`src/rtl/pfx_pkg.sv`:
```
package pfx_pkg;

  typedef enum logic [1:0] {SZ16 = 2'd0, SZ32 = 2'd1, SZ64 = 2'd2} sz_e;

  typedef enum logic [2:0] {
    BC_OPC  = 3'd0,
    BC_LEG  = 3'd1,
    BC_REX  = 3'd2,
    BC_VEX2 = 3'd3,
    BC_VEX3 = 3'd4,
    BC_XOP  = 3'd5
  } bcls_e;

  typedef enum logic [1:0] {
    ESC_NONE = 2'd0,
    ESC_VEX2 = 2'd1,
    ESC_VEX3 = 2'd2,
    ESC_XOP  = 2'd3
  } esc_e;

  typedef struct packed {
    sz_e        osz;
    sz_e        asz;
    logic [1:0] rep;
    logic       lock;
    logic       wt;
    logic [2:0] seg;
    logic       rx;
    logic       xx;
    logic       bx;
    logic       wx;
    esc_e       esc;
    logic [4:0] map;
    logic [3:0] vvvv;
    logic       vl;
    logic [1:0] pp;
  } rec_t;

  function automatic logic is_long(input logic [1:0] mode);
    return mode == 2'd2;
  endfunction

  function automatic sz_e base_asz(input logic [1:0] mode);
    case (mode)
      2'd0:    return SZ16;
      2'd2:    return SZ64;
      default: return SZ32;
    endcase
  endfunction

  function automatic sz_e base_osz(input logic [1:0] mode);
    return (mode == 2'd0) ? SZ16 : SZ32;
  endfunction

  // operand-size override: flips toward the non-native width
  function automatic sz_e osz_flip(input logic [1:0] mode);
    return (mode == 2'd0) ? SZ32 : SZ16;
  endfunction

  // address-size override: 16 only from a 32-bit segment
  function automatic sz_e asz_flip(input logic [1:0] mode);
    return (mode == 2'd1 || mode == 2'd3) ? SZ16 : SZ32;
  endfunction

  // escape bytes qualify in long mode or when the lookahead top bits are 11
  function automatic logic esc_window(input logic [1:0] mode, input logic [7:0] nx);
    return is_long(mode) || (nx[7:6] == 2'b11);
  endfunction

  function automatic logic is_legacy(input logic [7:0] b);
    case (b)
      8'hF2, 8'hF3, 8'h9B, 8'hF0,
      8'h26, 8'h2E, 8'h36, 8'h3E, 8'h64, 8'h65,
      8'h66, 8'h67: return 1'b1;
      default:      return 1'b0;
    endcase
  endfunction

  function automatic bcls_e classify(input logic [1:0] mode, input logic [7:0] b,
                                     input logic [7:0] nx);
    bcls_e c;
    c = BC_OPC;
    if (is_legacy(b))                                          c = BC_LEG;
    else if (b[7:4] == 4'h4 && is_long(mode))                  c = BC_REX;
    else if (b == 8'hC4 && esc_window(mode, nx))               c = BC_VEX3;
    else if (b == 8'hC5 && esc_window(mode, nx))               c = BC_VEX2;
    else if (b == 8'h8F && nx[4:3] != 2'b00 && esc_window(mode, nx)) c = BC_XOP;
    return c;
  endfunction

  function automatic rec_t rec_init(input logic [1:0] mode);
    rec_t r;
    r     = '0;
    r.osz = base_osz(mode);
    r.asz = base_asz(mode);
    r.esc = ESC_NONE;
    return r;
  endfunction

  function automatic rec_t apply_legacy(input rec_t r, input logic [1:0] mode,
                                        input logic [7:0] b);
    rec_t o;
    o = r;
    case (b)
      8'hF2:   o.rep  = 2'd1;
      8'hF3:   o.rep  = 2'd2;
      8'h9B:   o.wt   = 1'b1;
      8'hF0:   o.lock = 1'b1;
      8'h26:   o.seg  = 3'd1;
      8'h2E:   o.seg  = 3'd2;
      8'h36:   o.seg  = 3'd3;
      8'h3E:   o.seg  = 3'd4;
      8'h64:   o.seg  = 3'd5;
      8'h65:   o.seg  = 3'd6;
      8'h66:   o.osz  = osz_flip(mode);
      8'h67:   o.asz  = asz_flip(mode);
      default: ;
    endcase
    return o;
  endfunction

  function automatic rec_t apply_rex(input rec_t r, input logic [7:0] b);
    rec_t o;
    o    = r;
    o.rx = b[2];
    o.xx = b[1];
    o.bx = b[0];
    o.wx = b[3];
    if (b[3]) o.osz = SZ64;
    return o;
  endfunction

  function automatic rec_t apply_pay1(input rec_t r, input logic [7:0] b);
    rec_t o;
    o    = r;
    o.rx = ~b[7];
    if (r.esc == ESC_VEX2) begin
      o.map  = 5'd1;
      o.vvvv = ~b[6:3];
      o.vl   = b[2];
      o.pp   = b[1:0];
    end else begin
      o.xx  = ~b[6];
      o.bx  = ~b[5];
      o.map = b[4:0];
    end
    return o;
  endfunction

  function automatic rec_t apply_pay2(input rec_t r, input logic [7:0] b);
    rec_t o;
    o      = r;
    o.wx   = b[7];
    o.vvvv = ~b[6:3];
    o.vl   = b[2];
    o.pp   = b[1:0];
    return o;
  endfunction

endpackage

```
`src/rtl/pfx_classify.sv`:
```
module pfx_classify
  import pfx_pkg::*;
(
  input  logic [1:0] mode,
  input  logic [7:0] byte_i,
  input  logic [7:0] next_i,
  output bcls_e      cls
);

  always_comb cls = classify(mode, byte_i, next_i);

endmodule

```
`src/rtl/pfx_ctrl.sv`:
```
module pfx_ctrl
  import pfx_pkg::*;
#(
  parameter int MAX_LEN = 15,
  parameter int CW      = 4
) (
  input  logic          clk,
  input  logic          rst,
  input  logic          start,
  input  logic          in_valid,
  input  bcls_e         cls,
  output logic          in_ready,
  output logic          tk_leg,
  output logic          tk_rex,
  output logic          tk_esc,
  output logic          tk_p1,
  output logic          tk_p2,
  output logic          finish,
  output logic          overrun,
  output logic          busy,
  output logic          done,
  output logic          err,
  output logic [CW-1:0] count
);

  typedef enum logic [1:0] {S_IDLE, S_SCAN, S_PAY1, S_PAY2} st_e;

  st_e           st_q;
  logic          short_q;
  logic [CW-1:0] cnt_q;
  logic [CW-1:0] cnt_nx;
  logic          done_q;
  logic          err_q;
  logic          scan;
  logic          fire;
  logic          stop_opc;

  always_comb begin
    scan     = (st_q == S_SCAN);
    busy     = (st_q != S_IDLE);
    in_ready = (scan && cls != BC_OPC) || st_q == S_PAY1 || st_q == S_PAY2;
    fire     = in_valid && in_ready;
    tk_leg   = fire && scan && cls == BC_LEG;
    tk_rex   = fire && scan && cls == BC_REX;
    tk_esc   = fire && scan && (cls == BC_VEX2 || cls == BC_VEX3 || cls == BC_XOP);
    tk_p1    = fire && st_q == S_PAY1;
    tk_p2    = fire && st_q == S_PAY2;
    stop_opc = scan && in_valid && cls == BC_OPC;
    finish   = stop_opc || tk_rex || (tk_p1 && short_q) || tk_p2;
    cnt_nx   = cnt_q + 1'b1;
    overrun  = fire && !finish && (cnt_nx >= CW'(MAX_LEN));
  end

  always_ff @(posedge clk) begin
    if (rst) begin
      st_q    <= S_IDLE;
      short_q <= 1'b0;
      cnt_q   <= '0;
      done_q  <= 1'b0;
      err_q   <= 1'b0;
    end else if (start) begin
      st_q    <= S_SCAN;
      short_q <= 1'b0;
      cnt_q   <= '0;
      done_q  <= 1'b0;
      err_q   <= 1'b0;
    end else begin
      done_q <= finish;
      err_q  <= err_q | overrun;
      if (fire)   cnt_q   <= cnt_nx;
      if (tk_esc) short_q <= (cls == BC_VEX2);
      if (finish || overrun) st_q <= S_IDLE;
      else if (tk_esc)       st_q <= S_PAY1;
      else if (tk_p1)        st_q <= S_PAY2;
    end
  end

  assign done  = done_q;
  assign err   = err_q;
  assign count = cnt_q;

endmodule

```
`src/rtl/pfx_record.sv`:
```
module pfx_record
  import pfx_pkg::*;
(
  input  logic       clk,
  input  logic       rst,
  input  logic       start,
  input  logic [1:0] mode,
  input  logic [7:0] byte_i,
  input  bcls_e      cls,
  input  logic       tk_leg,
  input  logic       tk_rex,
  input  logic       tk_esc,
  input  logic       tk_p1,
  input  logic       tk_p2,
  output rec_t       rec
);

  rec_t rec_q;
  rec_t rec_d;

  always_comb begin
    rec_d = rec_q;
    if (tk_leg) rec_d = apply_legacy(rec_q, mode, byte_i);
    if (tk_rex) rec_d = apply_rex(rec_q, byte_i);
    if (tk_esc) begin
      case (cls)
        BC_VEX2: rec_d.esc = ESC_VEX2;
        BC_VEX3: rec_d.esc = ESC_VEX3;
        default: rec_d.esc = ESC_XOP;
      endcase
    end
    if (tk_p1) rec_d = apply_pay1(rec_q, byte_i);
    if (tk_p2) rec_d = apply_pay2(rec_q, byte_i);
  end

  always_ff @(posedge clk) begin
    if (rst || start) rec_q <= rec_init(mode);
    else              rec_q <= rec_d;
  end

  assign rec = rec_q;

endmodule

```
`src/rtl/pfx_scan.sv`:
```
module pfx_scan
  import pfx_pkg::*;
#(
  parameter  int MAX_LEN = 15,
  localparam int CW      = $clog2(MAX_LEN + 1)
) (
  input  logic          clk,
  input  logic          rst,
  input  logic [1:0]    mode,
  input  logic          start,
  input  logic          in_valid,
  input  logic [7:0]    in_data,
  input  logic [7:0]    in_next,
  output logic          in_ready,
  output logic          done,
  output logic          err,
  output logic [CW-1:0] byte_count,
  output logic [1:0]    osize,
  output logic [1:0]    asize,
  output logic [1:0]    rep,
  output logic          lock,
  output logic          wait_flag,
  output logic [2:0]    seg,
  output logic          rex_r,
  output logic          rex_x,
  output logic          rex_b,
  output logic          rex_w,
  output logic [1:0]    esc,
  output logic [4:0]    opmap,
  output logic [3:0]    vreg,
  output logic          vlen,
  output logic [1:0]    pp
);

  bcls_e cls;
  rec_t  rec;
  logic  tk_leg, tk_rex, tk_esc, tk_p1, tk_p2;
  logic  scan_finish, scan_overrun, scan_busy;

  pfx_classify u_cls (
    .mode   (mode),
    .byte_i (in_data),
    .next_i (in_next),
    .cls    (cls)
  );

  pfx_ctrl #(.MAX_LEN(MAX_LEN), .CW(CW)) u_ctrl (
    .clk      (clk),
    .rst      (rst),
    .start    (start),
    .in_valid (in_valid),
    .cls      (cls),
    .in_ready (in_ready),
    .tk_leg   (tk_leg),
    .tk_rex   (tk_rex),
    .tk_esc   (tk_esc),
    .tk_p1    (tk_p1),
    .tk_p2    (tk_p2),
    .finish   (scan_finish),
    .overrun  (scan_overrun),
    .busy     (scan_busy),
    .done     (done),
    .err      (err),
    .count    (byte_count)
  );

  pfx_record u_rec (
    .clk    (clk),
    .rst    (rst),
    .start  (start),
    .mode   (mode),
    .byte_i (in_data),
    .cls    (cls),
    .tk_leg (tk_leg),
    .tk_rex (tk_rex),
    .tk_esc (tk_esc),
    .tk_p1  (tk_p1),
    .tk_p2  (tk_p2),
    .rec    (rec)
  );

  assign osize     = rec.osz;
  assign asize     = rec.asz;
  assign rep       = rec.rep;
  assign lock      = rec.lock;
  assign wait_flag = rec.wt;
  assign seg       = rec.seg;
  assign rex_r     = rec.rx;
  assign rex_x     = rec.xx;
  assign rex_b     = rec.bx;
  assign rex_w     = rec.wx;
  assign esc       = rec.esc;
  assign opmap     = rec.map;
  assign vreg      = rec.vvvv;
  assign vlen      = rec.vl;
  assign pp        = rec.pp;

endmodule

```
`config.mk`:
```
export PLATFORM = sky130hd
export DESIGN_NAME = pfx_scan
export DESIGN_NICKNAME = d
export VERILOG_FILES = /design/src/rtl/pfx_pkg.sv /design/src/rtl/pfx_classify.sv /design/src/rtl/pfx_ctrl.sv /design/src/rtl/pfx_record.sv /design/src/rtl/pfx_scan.sv
export SDC_FILE = /design/constraint.sdc
export NUM_CORES = 1
export LEC_CHECK = 0
export BUFFER_PORTS_ARGS = -buffer_cell sky130_fd_sc_hd__buf_2
export CELL_PAD_IN_SITES_DETAIL_PLACEMENT = 1
export CELL_PAD_IN_SITES_GLOBAL_PLACEMENT = 1
export CORE_UTILIZATION = 35
export CTS_BUF_LIST = sky130_fd_sc_hd__clkbuf_8
export DETAILED_ROUTE_END_ITERATION = 6
export HOLD_SLACK_MARGIN = 0.05
export PLACE_DENSITY = 0.81
export SLEW_MARGIN = 10
export SYNTH_ARGS = -nofsm -noshare
export SYNTH_HDL_FRONTEND = slang
export SYNTH_SLANG_ARGS = --single-unit
export TNS_END_PERCENT = 10
```
`constraint.sdc`:
```
create_clock -name clk -period 2.1 [get_ports clk]
set_input_delay 0.525 -clock clk [delete_from_list [all_inputs] [get_ports clk]]
set_output_delay 0.525 -clock clk [all_outputs]
set_load 0.05 [all_outputs]
```
==> results.yml, run 1 <==
timing:
  timing.final.crit_period_ps: 2320
  rsz0062_at_grt: "true"
  slew_headroom_pct: 69.4
  drv_slew: 0
  setup_viol: 1
  worst_slew_pin_slew_ps: 458
  setup_ws_ps: -218
  hold_viol: 0
  max_freq_mhz: 431
  period_share_pct: 110
  fin_worst_skew_ps: 9.78
global_route:
  grt_pass1_vias: 2128
  antenna_found_initial: 0
  grt_overflow: 0
  grtUsageTotal_pct: 22.8
  grt_pass1_wl_um: 10500
  grt_max_degree: 18
synth:
  ys_ff_latch: 38
  synth-edff-count: 4
  synth_seq_area_share_pct: 41.5
  ys_types: 56
  yosys.area.top_type: "dfxtp_1"
  synth_top_area_share_pct: 35.3
  ys_warn_count: 0
  synthArstFlopShare_pct: 0
  synth.most_common_cell: "nor2_1"
  avgSynthCellArea_um2: 8.85
  synthesis.area_um2: 1930
  ys_top_cells_by_area: "dfxtp_1 (35%), nor2_1 (6.8%), edfxtp_1 (6.2%)"
  syn-num-nets: 242
  synth_cells: 218
  synth_flop_cell: "dfxtp_1"
  synth_common_cells: "nor2_1 (35), dfxtp_1 (34), nand2_1 (22)"
worst_hold_path:
  min_path_cells: 2
  min_to: "u_rec.rec[22]"
  hp-class: "reg -> reg"
  hp-start: "u_rec.rec[22]"
floorplanning:
  die_w_um: 76.2
  rows: 26
  dieHeight_um: 76.2
  coreArea_um2: 5200
  die-area_um2: 5810
  io_pins: 58
  start_util_pct: 37.1
pwr:
  powerDensity_nw_per_um2: 546
  ir_worst_vdd_uv: 331
  leakagePower_nw: 1.17
  power_mw: 1.50
cts:
  cts_tree: "built"
  clock_sinks: 38
  ctsHtreeMaxLevel: 2
  clk_pin_slew_ps: 80
  insertion_delay_ps: 300
  cts_buffers: 5
  post-cts-setup-buffer-count: 0
  cts-root-buf: "clkbuf_8"
  cts_max_path_buffers: 2
run:
  max-cap-violations: 0
routing:
  drtIter0Drc: 85
  wl_um: 6150
  via_per_inst: 5.27
  vias: 2018
  wire_per_inst_um: 16.1
  firstDrtPassIters: 4
  ant_nets: 0
  drc_errors: 0
placement:
  dp_cells: 375
  place_hpwl_um: 4780
  placed_area_um2: 2610
  gp_congestion: 0.867
  port_buffers: 53
cells_and_area:
  drive_gt1_share_pct: 42.5
  fin_nets: 336
  fin_area_um2: 2750
  n_antenna_cell: 0
  synthToLayoutAreaGrowth_pct: 42.3
  stdcell_count: 383
status:
  status: "finished with violations"
  violations: "setup timing"
setup_path:
  regToRegEndpoint: "u_rec.rec[2]"
  arrival_ps: 1790
  worstSetupStartpointType: "primary input"
  cp_max_fo: 5
  rr_worst_depth: 5
  required_ps: 1570
  path_class: "in -> out"
  endpoint_kind: "output pin"
  reg2reg_slack_ps: 360
  r2r_start: "u_ctrl.st_q[1]"
-- sequential cells by signal, summed over array words and instances, names as in the netlist --
| name | count |
|---|---|
| u_ctrl.err | 1 |
| u_ctrl.st_q | 2 |
| u_ctrl.done | 1 |
| u_ctrl.count | 4 |
| u_ctrl.short_q | 1 |
| u_rec.rec | 29 |
-- per-layer routing --
metal	routed length, µm	vias up	track usage, %
met5	0	-	0
met4	99	0	7.12
li1	-	976	-
met3	201	10	4.31
met1	2670	995	27.8
met2	3180	37	40.3
-- timing repair --
item	in CTS	in global routing
hold buffers	0	0
resized for setup	6	3
pin swaps	2	0
setup endpoints to repair	3	7
-- cells by family after synthesis --
logic type / count (synthesis) / share of synthesized area (%)
xor+xnor: 3 / 1.36
fa+ha+maj: 2 / 1.30
compound gates: 55 / 21.8
mux: 4 / 2.08
buf+inv: 19 / 4.41
simple gates: 97 / 27.6
flops: 38 / 41.5
-- how the worst max path moves through the flow --
stage,from,end,slack [ps],depth (start not counted)
after floorplan,in_data[2],in_ready,-130,6
after CTS,in_data[6],in_ready,-230,8
after global placement,in_data[2],in_ready,-280,7
after global routing,in_data[7],in_ready,-300,7
after detailed placement,in_data[2],in_ready,-350,7
final,in_data[6],in_ready,-220,8
-- layout by cell type, fill, tap and decap left out, types with 2 or more instances in the layout --
master    count
xnor2_1       2
o211ai_1      2
a211oi_1     10
buf_4        47
a311oi_1      2
edfxtp_1      4
a21oi_1      16
buf_2        51
and3_1        3
mux2i_1       4
nor2_1       33
nor3_1        2
clkbuf_8      6
nand2b_4      4
or2_2         2
nand4b_1      2
inv_1         6
nand2_1      22
nor2_2        2
nand2b_1      2
nand3_1       8
o21ai_1       2
o21ai_0       5
dfxtp_1      34
ha_1          2
-- power breakdown --
part | internal [mW] | leakage [nW] | switching, mW | total, mW
Clock | 0.264 | 0.0472 | 0.277 | 0.541
Sequential | 0.741 | 0.316 | 0.00536 | 0.747
Combinational | 0.0866 | 0.805 | 0.124 | 0.211
Total | 1.09 | 1.17 | 0.406 | 1.50
-- worst max-delay path, cell delays in order --
cell	delay, ps
buf_2	130
buf_4	140
nand2b_4	80
nor4b_2	60
a2111oi_4	320
nand3_2	150
a21o_4	230
buf_6	140
-- layout make-up --
cell class	count	area, µm²
fill	639	2460
multi-input combinational	161	1100
sequential	38	801
timing repair buffer	100	639
tap	70	87.6
clock buffer	6	82.6
inverter	6	22.5
clock inverter	2	12.5
-- through the flow --
| step | util (%) | setup WS, ps | setup TNS, ps | hold slack [ps] |
|---|---|---|---|---|
| global placement | 50.1 | -280 | -2380 | 436 |
| detailed placement | 50.1 | -347 | -3560 | 445 |
| CTS | 52.5 | -233 | -233 | 455 |
| finish | 52.8 | -218 | -218 | 450 |
| global route | 52.8 | -305 | -340 | 473 |
| floorplan | - | -132 | -169 | 450 |
Note: power is estimated with default switching activity, not from simulation.
==> inputs of run 2 (changes only) <==
- PLACE_DENSITY: 0.81 -> unset
- PLACE_DENSITY_LB_ADDON: unset -> 0.1
==> results.yml, run 2 (synthesis results as in run 1) <==
routing:
  via_per_inst: 5.08
  wl_um: 6030
  vias: 1987
  wire_per_inst_um: 15.4
  ant_nets: 0
  drc_errors: 0
  drtIter0Drc: 122
  firstDrtPassIters: 4
pwr:
  power.switching_uw: 395
  powerDensity_nw_per_um2: 510
  p_int_mw: 1.08
  pwr-share-seq_pct: 50.5
  switching_share_pct: 26.8
  leakagePower_nw: 1.25
  ir_worst_vdd_uv: 297
  pwr-share-comb_pct: 16.8
  pwr-share-clk_pct: 32.7
global_route:
  grt_max_degree: 33
  grt_overflow: 0
  grt_pass1_wl_um: 10000
  grt_pass1_vias: 2065
  antenna_found_initial: 0
  grtUsageTotal_pct: 21.9
floorplanning:
  rows: 26
  start_util_pct: 37.1
  coreArea_um2: 5200
  dieHeight_um: 76.2
  die-area_um2: 5810
  die_w_um: 76.2
  io_pins: 58
cells_and_area:
  multi_input_area_um2: 1130
  n_antenna_cell: 0
  largest_reg_flops: 29
  most-common-layout-cells: "buf_4 (55), buf_2 (44), dfxtp_1 (34)"
  synthToLayoutAreaGrowth_pct: 49.7
  seq_area_um2: 801
  drive_gt1_share_pct: 43.3
  fillers: 644
  final_common_cell: "buf_4"
  fin_nets: 344
setup_path:
  cp_max_fo: 5
  critPathLaunch: "in_data[6]"
  arrival_ps: 1780
  max_stage_delay_ps: 290
  path_class: "in -> out"
  slowest_stage: "o22ai_1"
  endpoint_kind: "output pin"
  cp-endpoint: "in_ready"
  rr_worst_depth: 5
  worstSetupStartpointType: "primary input"
  reg2reg_slack_ps: 480
  regToRegEndpoint: "u_ctrl.count[1]"
  path_cells: "buf_12, buf_4, nand4b_1, o22ai_1, nand2_1, nand3_2, a21o_4, buf_8"
  required_ps: 1570
  r2r_start: "u_ctrl.st_q[1]"
placement:
  place_hpwl_um: 4530
  gp_congestion: 0.787
  place_ws_ps: -353
  port_buffers: 53
cts:
  cts-root-buf: "clkbuf_8"
  cts_buffers: 5
  cts_hold_buf: 0
  cts_tree: "built"
  clk_pin_slew_ps: 80
  cts_max_path_buffers: 2
  ctsHtreeMaxLevel: 2
  insertion_delay_ps: 290
  clock_sinks: 38
timing:
  max_freq_mhz: 434
  worst_slew_pin_slew_ps: 424
  timing.final.crit_period_ps: 2300
  rsz0062_at_grt: "true"
  period_share_pct: 110
  hold_viol: 0
  setup_ws_ps: -203
  drv_slew: 0
  slew_headroom_pct: 71.6
  hold_slack_ps: 456
  setup_viol: 1
  fin_worst_skew_ps: 7.73
status:
  status: "finished with violations"
  violations: "setup timing"
run:
  max-cap-violations: 0
worst_hold_path:
  hp-class: "reg -> reg"
## run 2: cell count changes in the layout (fill, tap and decap cells not counted), moves of 2 or more
cell	delta
inv_1	+3
buf_2	-7
buf_6	+4
buf_4	+8
buf_12	+2
## run 2: worst min path at each step
stage                    from        endpoint  slack [ps]  cells past startpoint
2_1_floorplan  u_ctrl.short_q  u_ctrl.short_q         450                      2
3_3_place_gp       u_ctrl.err      u_ctrl.err         430                      2
6_report        u_rec.rec[10]   u_rec.rec[10]         460                      2
4_1_cts         u_rec.rec[11]   u_rec.rec[11]         460                      2
3_5_place_dp    u_rec.rec[22]   u_rec.rec[22]         450                      2
5_1_grt                 start  u_ctrl.st_q[0]         470                      2
## run 2: layer usage
layer,routed length (µm),global-route usage [%]
met3,214,4.07
met4,124,9.81
met2,3040,38.6
met5,0,0
met1,2650,25.8
## run 2: through the flow
step	cell area (µm²)	total power [mW]	utilization [%]	cells	setup TNS, ps
after floorplan	1970	0.874	-	218	-169
after global placement	2650	0.973	50.8	380	-3010
after detailed placement	2650	0.979	50.8	380	-3640
after CTS	2860	1.48	55.0	390	-200
after global routing	2890	1.53	55.5	391	-462
final	2890	1.47	55.5	391	-203
## run 2: layout make-up
class	count	share of cell area [%]
Tap cell	70	3.03
Clock buffer	5	2.38
Multi-Input combinational cell	161	39.2
Sequential cell	38	27.7
Clock inverter	3	0.390
Inverter	6	0.780
Timing Repair Buffer	108	26.5
## run 2: power groups by stage
stage	combinational (mW)	sequential, mW	clock [mW]
floorplan	0.0861	0.788	0
global placement	0.212	0.761	0
detailed placement	0.218	0.761	0
CTS	0.242	0.744	0.490
global route	0.263	0.745	0.525
finish	0.247	0.744	0.481
## run 2: timing repair
action,CTS,global route
buffers inserted,2,1
endpoints found under the setup margin,1,9
gates resized for setup,26,7
pin swaps,6,5
## run 2: critical path, delay by kind of cell
kind	cells	cell delay (ps)
buffers and inverters	3	370
AO/OA/AOI/OAI	2	410
AND/OR/NAND/NOR	3	450
